===== src/rtl/pte_upd_pkg.sv =====
`timescale 1ns/1ps
package pte_upd_pkg;

    localparam int ENTRY_W     = 64;
    localparam int LVL_W       = 2;
    localparam int PRESENT_BIT = 0;
    localparam int ACC_BIT     = 5;
    localparam int DIRTY_BIT   = 6;
    localparam logic [LVL_W-1:0] PTR_LEVEL = LVL_W'(2);

    typedef logic [ENTRY_W-1:0] entry_t;
    typedef logic [LVL_W-1:0]   level_t;

    typedef enum logic [2:0] {
        ST_IDLE,
        ST_LOCK_RD,
        ST_MODIFY,
        ST_WRITE,
        ST_DONE
    } upd_state_e;

    // Decision taken for one fetched entry
    typedef struct packed {
        logic used;       // entry takes part in translation
        logic dirty_tgt;  // entry maps the final page of a write
        logic gp;         // missing pointer entry in three-level mode
    } upd_plan_t;

    // Bits that the write-back must OR into the re-read word
    function automatic entry_t plan_mask(upd_plan_t p);
        entry_t m;
        m = '0;
        m[ACC_BIT]   = p.used;
        m[DIRTY_BIT] = p.used & p.dirty_tgt;
        return m;
    endfunction

endpackage


===== src/rtl/pte_upd_decide.sv =====
`timescale 1ns/1ps
module pte_upd_decide
    import pte_upd_pkg::*;
(
    input  entry_t    entry,
    input  level_t    level,
    input  logic      leaf,
    input  logic      is_write,
    input  logic      three_lvl,
    output upd_plan_t plan,
    output logic      need_wb
);

    logic is_ptr;
    logic present;

    always_comb begin
        is_ptr         = three_lvl && (level == PTR_LEVEL);
        present        = entry[PRESENT_BIT];
        plan.used      = present && !is_ptr;
        plan.dirty_tgt = leaf && is_write;
        plan.gp        = is_ptr && !present;
        need_wb        = plan.used &&
                         (!entry[ACC_BIT] || (plan.dirty_tgt && !entry[DIRTY_BIT]));
    end

endmodule


===== src/rtl/pte_upd_merge.sv =====
`timescale 1ns/1ps
module pte_upd_merge
    import pte_upd_pkg::*;
(
    input  entry_t rd_word,
    input  entry_t set_bits,
    output entry_t merged
);

    // Only ever sets bits: the re-read word is kept in full
    assign merged = rd_word | set_bits;

endmodule


===== src/rtl/pte_upd_seq.sv =====
`timescale 1ns/1ps
module pte_upd_seq
    import pte_upd_pkg::*;
#(
    parameter int AW = 32
) (
    input  logic            clk,
    input  logic            rst,
    input  logic            req_valid,
    input  logic [AW-1:0]   req_addr,
    input  entry_t          req_entry,
    input  upd_plan_t       plan,
    input  logic            need_wb,
    input  entry_t          merged,
    input  logic            mem_ack,
    input  entry_t          mem_rdata,
    output logic            req_ready,
    output logic            mem_req,
    output logic            mem_we,
    output logic            mem_lock,
    output logic [AW-1:0]   mem_addr,
    output entry_t          mem_wdata,
    output entry_t          rd_q,
    output entry_t          mask_q,
    output logic            done,
    output entry_t          done_entry,
    output logic            gp_fault
);

    upd_state_e      state_q, state_d;
    logic [AW-1:0]   addr_q;
    entry_t          wdata_q;
    entry_t          result_q;
    upd_plan_t       plan_q;

    always_comb begin
        state_d = state_q;
        unique case (state_q)
            ST_IDLE:    if (req_valid) state_d = need_wb ? ST_LOCK_RD : ST_DONE;
            ST_LOCK_RD: if (mem_ack)   state_d = ST_MODIFY;
            ST_MODIFY:                 state_d = ST_WRITE;
            ST_WRITE:   if (mem_ack)   state_d = ST_DONE;
            ST_DONE:                   state_d = ST_IDLE;
            default:                   state_d = ST_IDLE;
        endcase
    end

    always_ff @(posedge clk) begin
        if (rst) begin
            state_q  <= ST_IDLE;
            addr_q   <= '0;
            rd_q     <= '0;
            wdata_q  <= '0;
            result_q <= '0;
            mask_q   <= '0;
            plan_q   <= '0;
        end else begin
            state_q <= state_d;
            unique case (state_q)
                ST_IDLE: if (req_valid) begin
                    addr_q   <= req_addr;
                    plan_q   <= plan;
                    mask_q   <= plan_mask(plan);
                    result_q <= req_entry;
                end
                ST_LOCK_RD: if (mem_ack) rd_q <= mem_rdata;
                ST_MODIFY:  wdata_q <= merged;
                ST_WRITE:   if (mem_ack) result_q <= wdata_q;
                default: ;
            endcase
        end
    end

    always_comb begin
        req_ready  = (state_q == ST_IDLE);
        mem_req    = (state_q == ST_LOCK_RD) || (state_q == ST_WRITE);
        mem_we     = (state_q == ST_WRITE);
        mem_lock   = mem_req;
        mem_addr   = addr_q;
        mem_wdata  = wdata_q;
        done       = (state_q == ST_DONE);
        done_entry = result_q;
        gp_fault   = done && plan_q.gp;
    end

    // ---------------- assertions ----------------
    p_acc_set_r1: assert property (@(posedge clk) disable iff (rst)
        (mem_req && mem_we) |-> mem_wdata[ACC_BIT]);

    p_leaf_dirty_r2: assert property (@(posedge clk) disable iff (rst)
        (mem_req && mem_we && plan_q.dirty_tgt) |-> mem_wdata[DIRTY_BIT]);

    p_nonleaf_dirty_r3: assert property (@(posedge clk) disable iff (rst)
        (mem_req && mem_we && !plan_q.dirty_tgt) |-> (mem_wdata[DIRTY_BIT] == rd_q[DIRTY_BIT]));

    p_fast_done_r4: assert property (@(posedge clk) disable iff (rst)
        (req_valid && req_ready && !need_wb) |=> (done && !mem_req));

    p_sticky_r5: assert property (@(posedge clk) disable iff (rst)
        (mem_req && mem_we) |-> ((mem_wdata & rd_q) == rd_q));

    p_gp_flag_r6: assert property (@(posedge clk) disable iff (rst)
        (req_valid && req_ready && plan.gp) |=> gp_fault);

    p_busy_r8: assert property (@(posedge clk) disable iff (rst)
        (req_valid && req_ready) |=> !req_ready);

    p_hold_r8: assert property (@(posedge clk) disable iff (rst)
        (mem_req && !mem_ack) |=> (mem_req && $stable(mem_addr) && $stable(mem_we)));

    p_rd_then_wr_r8: assert property (@(posedge clk) disable iff (rst)
        (mem_req && !mem_we && mem_ack) |-> ##2 (mem_req && mem_we && mem_lock));

    p_done_pulse_r9: assert property (@(posedge clk) disable iff (rst)
        done |=> !done);

endmodule


===== src/rtl/pte_flag_updater.sv =====
`timescale 1ns/1ps
module pte_flag_updater
    import pte_upd_pkg::*;
#(
    parameter int AW = 32
) (
    input  logic                 clk,
    input  logic                 rst,
    input  logic                 req_valid,
    output logic                 req_ready,
    input  logic [AW-1:0]        req_addr,
    input  logic [ENTRY_W-1:0]   req_entry,
    input  logic [LVL_W-1:0]     req_level,
    input  logic                 req_leaf,
    input  logic                 req_write,
    input  logic                 req_three_lvl,
    output logic                 mem_req,
    output logic                 mem_we,
    output logic                 mem_lock,
    output logic [AW-1:0]        mem_addr,
    output logic [ENTRY_W-1:0]   mem_wdata,
    input  logic                 mem_ack,
    input  logic [ENTRY_W-1:0]   mem_rdata,
    output logic                 done,
    output logic [ENTRY_W-1:0]   done_entry,
    output logic                 gp_fault
);

    upd_plan_t plan;
    logic      need_wb;
    entry_t    rd_q;
    entry_t    mask_q;
    entry_t    merged;

    pte_upd_decide u_decide (
        .entry     (req_entry),
        .level     (req_level),
        .leaf      (req_leaf),
        .is_write  (req_write),
        .three_lvl (req_three_lvl),
        .plan      (plan),
        .need_wb   (need_wb)
    );

    pte_upd_merge u_merge (
        .rd_word  (rd_q),
        .set_bits (mask_q),
        .merged   (merged)
    );

    pte_upd_seq #(.AW(AW)) u_seq (
        .clk        (clk),
        .rst        (rst),
        .req_valid  (req_valid),
        .req_addr   (req_addr),
        .req_entry  (req_entry),
        .plan       (plan),
        .need_wb    (need_wb),
        .merged     (merged),
        .mem_ack    (mem_ack),
        .mem_rdata  (mem_rdata),
        .req_ready  (req_ready),
        .mem_req    (mem_req),
        .mem_we     (mem_we),
        .mem_lock   (mem_lock),
        .mem_addr   (mem_addr),
        .mem_wdata  (mem_wdata),
        .rd_q       (rd_q),
        .mask_q     (mask_q),
        .done       (done),
        .done_entry (done_entry),
        .gp_fault   (gp_fault)
    );

    // Pointer entries of the three-level mode never reach memory
    p_ptr_untouched_r6: assert property (@(posedge clk) disable iff (rst)
        (req_valid && req_ready && req_three_lvl && req_level == PTR_LEVEL) |=> !mem_req);

    // A missing entry outside pointer level is neither updated nor faulted
    p_absent_r7: assert property (@(posedge clk) disable iff (rst)
        (req_valid && req_ready && !req_entry[PRESENT_BIT] &&
         !(req_three_lvl && req_level == PTR_LEVEL)) |=> (done && !gp_fault && !mem_req));

endmodule


===== config.mk =====
export PLATFORM = sky130hd
export DESIGN_NAME = pte_flag_updater
export DESIGN_NICKNAME = d
export VERILOG_FILES = /design/src/rtl/pte_upd_pkg.sv /design/src/rtl/pte_upd_decide.sv /design/src/rtl/pte_upd_merge.sv /design/src/rtl/pte_upd_seq.sv /design/src/rtl/pte_flag_updater.sv
export SDC_FILE = /design/constraint.sdc
export NUM_CORES = 1
export LEC_CHECK = 0
export ABC_AREA = 1
export BUFFER_PORTS_ARGS = -buffer_cell sky130_fd_sc_hd__buf_2
export CAP_MARGIN = 10
export CORE_MARGIN = 2
export CORE_UTILIZATION = 50
export CTS_CLUSTER_SIZE = 10
export DETAILED_ROUTE_END_ITERATION = 10
export HOLD_SLACK_MARGIN = 0.08
export PLACE_DENSITY_LB_ADDON = 0.1
export SLEW_MARGIN = 20
export SYNTH_ARGS = -nofsm -noshare
export SYNTH_HDL_FRONTEND = slang
export SYNTH_SLANG_ARGS = --single-unit

===== constraint.sdc =====
create_clock -name clk -period 1.6 [get_ports clk]
set_input_delay 0 -clock clk [delete_from_list [all_inputs] [get_ports clk]]
set_output_delay 0 -clock clk [all_outputs]
set_load 0.01 [all_outputs]

==> metrics.md, run 1 <==
| Metric | Value |
|---|---|
| Status | finished clean |
| Hold Crit Class | input pin to flop |
| R2R depth | 10 |
| Syn Nets | about 1500 |
| Layout area overhead | 47.9% |
| CP arrival | 1.95 ns |
| Fmax | ~650 MHz |
| Clock power share | between 30 and 40% |
| Total grt overflow | 0 |
| H-tree levels | 1 |
| Clk sinks | 230 |
| Setup violators final | 0 |
| Pre-antenna DRT Iters | 5 |
| Startpoint Class | flop |
| Top cell type's share of synthesized area | 48.4% |
| Sequential share of power | 44.5% |
| Ys Warns | 0 |
| Synth cell types | 25 |
| Hold Fails Final Rpt | 0 |
| Die height | between 100 and 150 microns |
| Final HPWL DP | roughly 18000 microns |
| Final worst path period need | between 1.5 and 2 ns |
| IO Count | between 300 and 400 |
| Fin cells | 2029 |
| Row count | 50 |
| Hold Crit Endpoint | u_seq.done_entry[19] |
| DR vias | 10244 |
| EDFF count, synth | 0 |
| Tot GR Track Use | 29.0% |
| CTS tree | yes |
| Final-stage net count | about 2000 |
| DRT iter0 DRCs | 632 |
| Die area | approximately 20000 sq um |
| Synth async-reset ratio | 0% |
| Crit. End Element | flop |
| Core area | 18700 sq um |
| Sw power | approximately 0.0038 W |
| Pin count of the biggest net entering global routing | 101 |
| DR vias/cell | between 5 and 6 |
| Wirelength, routed | about 32000 microns |
| DRC errors left | 0 |
| Pleak | around 7.0 nW |
| Routed Antenna Nets | 0 |
| Worst slew pin tran | 0.483 ns |
| Reg clk slew, reported paths | ~0.050 ns |
| FF+latch count, synth | 230 |
| Cell Area, Synth | 9510 sq um |
| CTS root buffer | clkbuf_16 |
| Post-synthesis average cell area | about 7.4 sq um |
| Design Power | 0.0144 W |
| Max cap viols | 0 |
| Fin Clk Skew | around 0.0095 ns |
| Max rail drop VDD | between 700 and 800 uV |
| Worst rel slew slack | 67.8% |
| Initial antenna violation count | 0 |
| Fin crit share | 96.7% |
| Met3 Usage GRT | about 7.0% |
| Setup Crit Path Kind | flop to flop |
| Worst skew pair latency | between 0.5 and 0.6 ns |
| Die width | 142 microns |
| Final instance area | 14100 sq um |
| Sequential share of the synthesized area | 48.4% |
| Cell taking the most area after synthesis | dfxtp_1 |
| Main area contributors after synthesis | dfxtp_1 48%, nor2_1 16%, nand2_1 7.9% |
| Critical hold path startpoint | mem_ack |
| Initial Utilization | between 50% and 60% |
| Cells after synthesis | 1290 |
| Most common cell in the synthesized netlist | nor2_1 |
| Hold depth | 7 |
| Port buffer count | 334 |
| Maximum clock path buffer count | 3 |
| Vias in the first global route | 9668 |
| Commonest cells in the netlist | 414 x nor2_1, 230 x dfxtp_1, 201 x nand2_1 |
| Reg-to-reg critical path startpoint | u_seq.state_q[0] |
| Switching Share | 26.7% |
| Max Slew Vio Count | 0 |
| Internal | roughly 0.011 W |
| R2R setup slack | between 0.05 and 0.06 ns |
| Fillers | 1414 |
| Dpl cells | between 1500 and 2000 |
| Crit-path max FO | 5 |
| Num CTS Buffers | 27 |
| Worst path required time | about 2.0 ns |
| Reg2Reg Capture Point | u_seq.rd_q[25] |
| Busiest layer in global routing | met2 |
| Global-route wire length before repair | roughly 48000 microns |
| Area post-placement | 11300 sq um |
| Met1 usage | 35.2% |
| Logic gate share of total power | a little under a fifth |
| GPL Wtd Cong | 0.867 |
| Global routing usage on met2 | roughly half |
| Most used DFF post-synth | dfxtp_1 |
| Share of layout cells above drive strength 1 | between 20% and 30% |
| Routed wire per std cell | 15.6 microns |
| PD cells | between 1000 and 1500 nW/um^2 |
| Fin util | between 70% and 80% |
[how the worst max path moves through the flow]
stage	startpoint	to	slack, ns	cells after the start
after CTS	u_seq.state_q[0]	u_seq.rd_q[40]	-0.008	8
after global routing	u_seq.state_q[0]	u_seq.rd_q[14]	-0.03	10
after floorplan	u_seq.state_q[0]	u_seq.done_entry[23]	0.26	9
final	u_seq.state_q[0]	u_seq.rd_q[25]	0.05	10
after global placement	u_seq.state_q[2]	u_seq.done_entry[61]	0.09	6
after detailed placement	u_seq.state_q[2]	u_seq.done_entry[30]	0.04	6
[through the flow]
step	setup slack, ns	hold WS [ns]	setup TNS (ns)
3_5_place_dp	0.0407	0.226	0
6_report	0.0525	0.167	0
3_3_place_gp	0.0924	0.219	0
5_1_grt	-0.0344	0.186	-0.333
2_1_floorplan	0.264	0.0691	0
4_1_cts	-0.00788	0.149	-0.00970
[routing by layer]
metal / share of wire (%) / wire length [microns]
met1: 41 / 12900
met2: 48 / 15100
met3: 7.5 / 2380
met4: 3.7 / 1180
met5: 0 / 0
[state kept, by name, indices dropped and copies added (netlist names)]
signal,count
u_seq.mask_q,2
u_seq.rd_q,64
u_seq.plan_q,1
u_seq.done_entry,64
u_seq.mem_addr,32
u_seq.mem_wdata,64
u_seq.state_q,3
[power groups by stage]
stage	clock network (W)	registers [W]	logic, W
2_1_floorplan	0	0.00667	0.00116
3_3_place_gp	0	0.00651	0.00226
3_5_place_dp	0	0.00652	0.00228
4_1_cts	0.00532	0.00640	0.00263
5_1_grt	0.00555	0.00645	0.00304
6_report	0.00524	0.00641	0.00276
[placed cells by master, fill, tap and decap left out, types with 3 or more instances in the layout]
master	n
a21oi_1	24
buf_12	16
buf_2	334
buf_4	31
clkbuf_1	8
clkbuf_16	31
dfxtp_1	227
dfxtp_2	3
dlygate4sd3_1	170
inv_1	28
inv_2	3
nand2_1	200
nand2_2	32
nand3_1	4
nand3b_1	64
nor2_1	409
nor2_2	5
nor3_1	5
o21ai_0	111
o21ai_1	70
[cell type report]
class | instances | area [sq um] | area share (%)
clock buffer | 36 | 719 | 5.11
timing repair buffer | 561 | 4150 | 29.5
tap | 234 | 293 | 2.08
antenna | 1 | 2.50 | 0.0178
sequential | 230 | 4610 | 32.8
multi-input combinational | 931 | 4140 | 29.4
inverter | 36 | 151 | 1.08
[logic make-up (layout without fill, tap and decap cells)]
kind of cell,after synthesis,in the layout,share of synthesized area (%)
compound gates,205,205,10.8
buf+inv,129,633,8.29
flops,230,230,48.4
other cells,0,1,0
simple gates,726,726,32.5
[worst max-delay path: stages, from the launching register on]
cell,delay [ns]
dfxtp_2,0.35
inv_2,0.05
nor2_4,0.08
buf_4,0.12
nand2_2,0.06
nor2_4,0.18
clkinv_4,0.10
buf_4,0.18
buf_4,0.15
nor2_1,0.11
nor2_1,0.06
[timing repair]
item                                   CTS  global route
pin swaps                                2             2
hold buffers                           171             0
buffers inserted                         2            10
setup endpoints to repair                1           119
resized for setup                        3            25
gates cloned                             1             4
endpoints found under the hold margin  181             0
Note: power is estimated with default switching activity, not from simulation.
==> run 2, diff against run 1 <==
--- a/config.mk
+++ b/config.mk
@@ -8,7 +8,7 @@
 export ABC_AREA = 1
 export BUFFER_PORTS_ARGS = -buffer_cell sky130_fd_sc_hd__buf_2
 export CAP_MARGIN = 10
-export CORE_MARGIN = 2
+export CORE_MARGIN = 10
 export CORE_UTILIZATION = 50
 export CTS_CLUSTER_SIZE = 10
 export DETAILED_ROUTE_END_ITERATION = 10
==> constraint.sdc (replaced) <==
create_clock -name clk -period 1.6 [get_ports clk]
set_input_delay 0 -clock clk [delete_from_list [all_inputs] [get_ports clk]]
set_output_delay 0 -clock clk [all_outputs]
set_load 0.02 [all_outputs]
==> metrics.md, run 2 (synthesis results as in run 1) <==
| Metric | Value |
|---|---|
| Status | finished clean |
| Worst path required time | 1.60 ns |
| Vias in the first global route | roughly 10000 |
| Logic gate share of total power | between 10% and 20% |
| Cell family with most CP delay | buffers and inverters |
| Setup violators final | 0 |
| CTS root buffer | clkbuf_16 |
| Final worst-path setup slack | 0.0708 ns |
| IO Count | about 340 |
| Clock power share | a little over a third |
| Fin crit share | between 90% and 100% |
| Pleak | 6.87 nW |
| Most frequent cells in the layout | 403 x nor2_1, 332 x buf_2, 229 x dfxtp_1, 200 x nand2_1, 169 x dlygate4sd3_1 |
| Reg-to-reg critical path startpoint | u_seq.state_q[0] |
| Sw power | between 0.004 and 0.005 W |
| Pin count of the biggest net entering global routing | 52 |
| Dpl cells | 1795 |
| Area of the multi-input gates | 4160 sq um |
| DR top layer | met4 |
| Row count | 50 |
| CP Cell Sequence | inv_2 -> nor2_4 -> nand2_4 -> inv_4 -> buf_12 -> buf_4 |
| Die width | 158 microns |
| Num CTS Buffers | 27 |
| Max rail drop VDD | around 840 uV |
| DRC errors left | 0 |
| Share of layout cells above drive strength 1 | between 20% and 30% |
| Tot GR Track Use | between 20% and 30% |
| Final instance area | 13800 sq um |
| Critical hold path startpoint | req_addr[18] |
| Maximum clock path buffer count | 3 |
| PD cells | 1070 nW/um^2 |
| Startpoint Class | flop |
| Area post-placement | around 11000 sq um |
| R2R setup slack | around 0.08 ns |
| Seq. cell area | approximately 4600 sq um |
| Clk sinks | between 200 and 250 |
| Fmax | 654 MHz |
| Layout area overhead | 45.1% |
| R2R depth | 9 |
| Routed Antenna Nets | 0 |
| CTS tree | yes |
| Crit. End Element | primary output |
| Hold Fails Final Rpt | 0 |
| Switching Share | 28.0% |
| GPL Wtd Cong | around 0.82 |
| Worst slew pin tran | around 0.4 ns |
| CP arrival | between 1.5 and 2 ns |
| Final HPWL DP | approximately 21000 microns |
| DR vias | roughly 10000 |
| Final-stage net count | just under 2000 |
| DR vias/cell | around 5.0 |
| Core area | between 15000 and 20000 sq um |
| WL met3 | 2910 microns |
| Final worst path period need | about 1.5 ns |
| Sequential share of power | between 40% and 50% |
| Global-route wire length before repair | between 50000 and 60000 microns |
| Fillers | between 1000 and 1500 |
| Fin Clk Skew | 0.00670 ns |
| Initial antenna violation count | 2 |
| Worst rel slew slack | between 70% and 80% |
| Met2 WL | about 17000 microns |
| Die area | 24900 sq um |
| Crit-path max FO | 5 |
| Pre-antenna DRT Iters | 5 |
| Reg2Reg Capture Point | u_seq.rd_q[23] |
| Design Power | 0.0147 W |
| Max stage delay on crit path | 0.37 ns |
| Hold depth | 4 |
| Worst skew pair latency | just over 0.5 ns |
| Total grt overflow | 0 |
| DRT iter0 DRCs | between 600 and 700 |
| Port buffer count | around 330 |
| Die height | around 160 microns |
| WP buf/inv | 4 |
| Max cap viols | 0 |
| Max Slew Vio Count | 0 |
| Hold Crit Endpoint | u_seq.mem_addr[18] |
| Cell depth of the worst setup path | 6 |
| Wl on met1 | 13100 microns |
| Wirelength, routed | 34000 microns |
| Reg clk slew, reported paths | ~0.050 ns |
| Setup Crit Path Kind | flop to primary output |
| Fin cells | between 2000 and 2500 |
| CP max-delay cell | dfxtp_4 |
| Internal | ~0.011 W |
| Routed wire per std cell | between 15 and 20 microns |
| H-tree levels | 1 |
| Hold Crit Class | input pin to flop |
| Post-place setup slack | roughly 0.12 ns |
| Commonest non-fill, non-tap cell in the layout | nor2_1 |
| Initial Utilization | between 50% and 60% |
run 2: worst max path at each step:
stage / startpoint / end / slack, ns
after floorplan: u_seq.state_q[0] / u_seq.done_entry[23] / 0.21
after global placement: u_seq.state_q[2] / u_seq.done_entry[47] / 0.13
after detailed placement: u_seq.state_q[0] / u_seq.done_entry[29] / 0.12
after CTS: u_seq.state_q[1] / gp_fault / 0.03
after global routing: u_seq.state_q[0] / u_seq.rd_q[23] / -0.01
final: u_seq.state_q[0] / mem_we / 0.07
run 2: repair_timing:
item,in CTS,in global routing
setup endpoints to repair,1,49
pin swaps,1,2
gates resized for setup,3,19
setup buffers,2,0
cloned,1,0
endpoints found under the hold margin,177,0
hold buffers,169,0
run 2: metrics by stage:
step	utilization, %	hold WS (ns)	setup TNS, ns
detailed placement	60.1	0.226	0
finish	73.8	0.260	0
CTS	73.4	0.225	0
global placement	60.1	0.221	0
global route	73.7	0.261	-0.00968
floorplan	-	0.0691	0
run 2: power by group through the flow:
stage	combinational, W	sequential (W)	clock (W)
2_1_floorplan	0.00117	0.00694	0
3_3_place_gp	0.00252	0.00650	0
3_5_place_dp	0.00254	0.00652	0
4_1_cts	0.00288	0.00640	0.00546
5_1_grt	0.00320	0.00646	0.00567
6_report	0.00293	0.00641	0.00537
run 2: tightest hold or removal path, cell delays in order:
cell and delay, ns:
dlygate4sd3_1 0.52, buf_2 0.09, nor2_1 0.03, nor2_1 0.09
run 2: area by class of cell:
type                    instances  share of cell area [%]
repair buffers                536                    27.9
diodes                          5                  0.0907
multi-input cells             931                    30.1
inverters                      36                    1.06
clock buffers                  32                    5.11
clock inverters                 1                   0.218
well taps                     234                    2.12
flip-flops and latches        230                    33.4
run 2: per-layer routing:
layer  track usage, %  vias up
met5                0        -
met1             29.7     4550
met3             6.65       84
met4             9.75        0
li1                 -     5013
met2             45.6      407
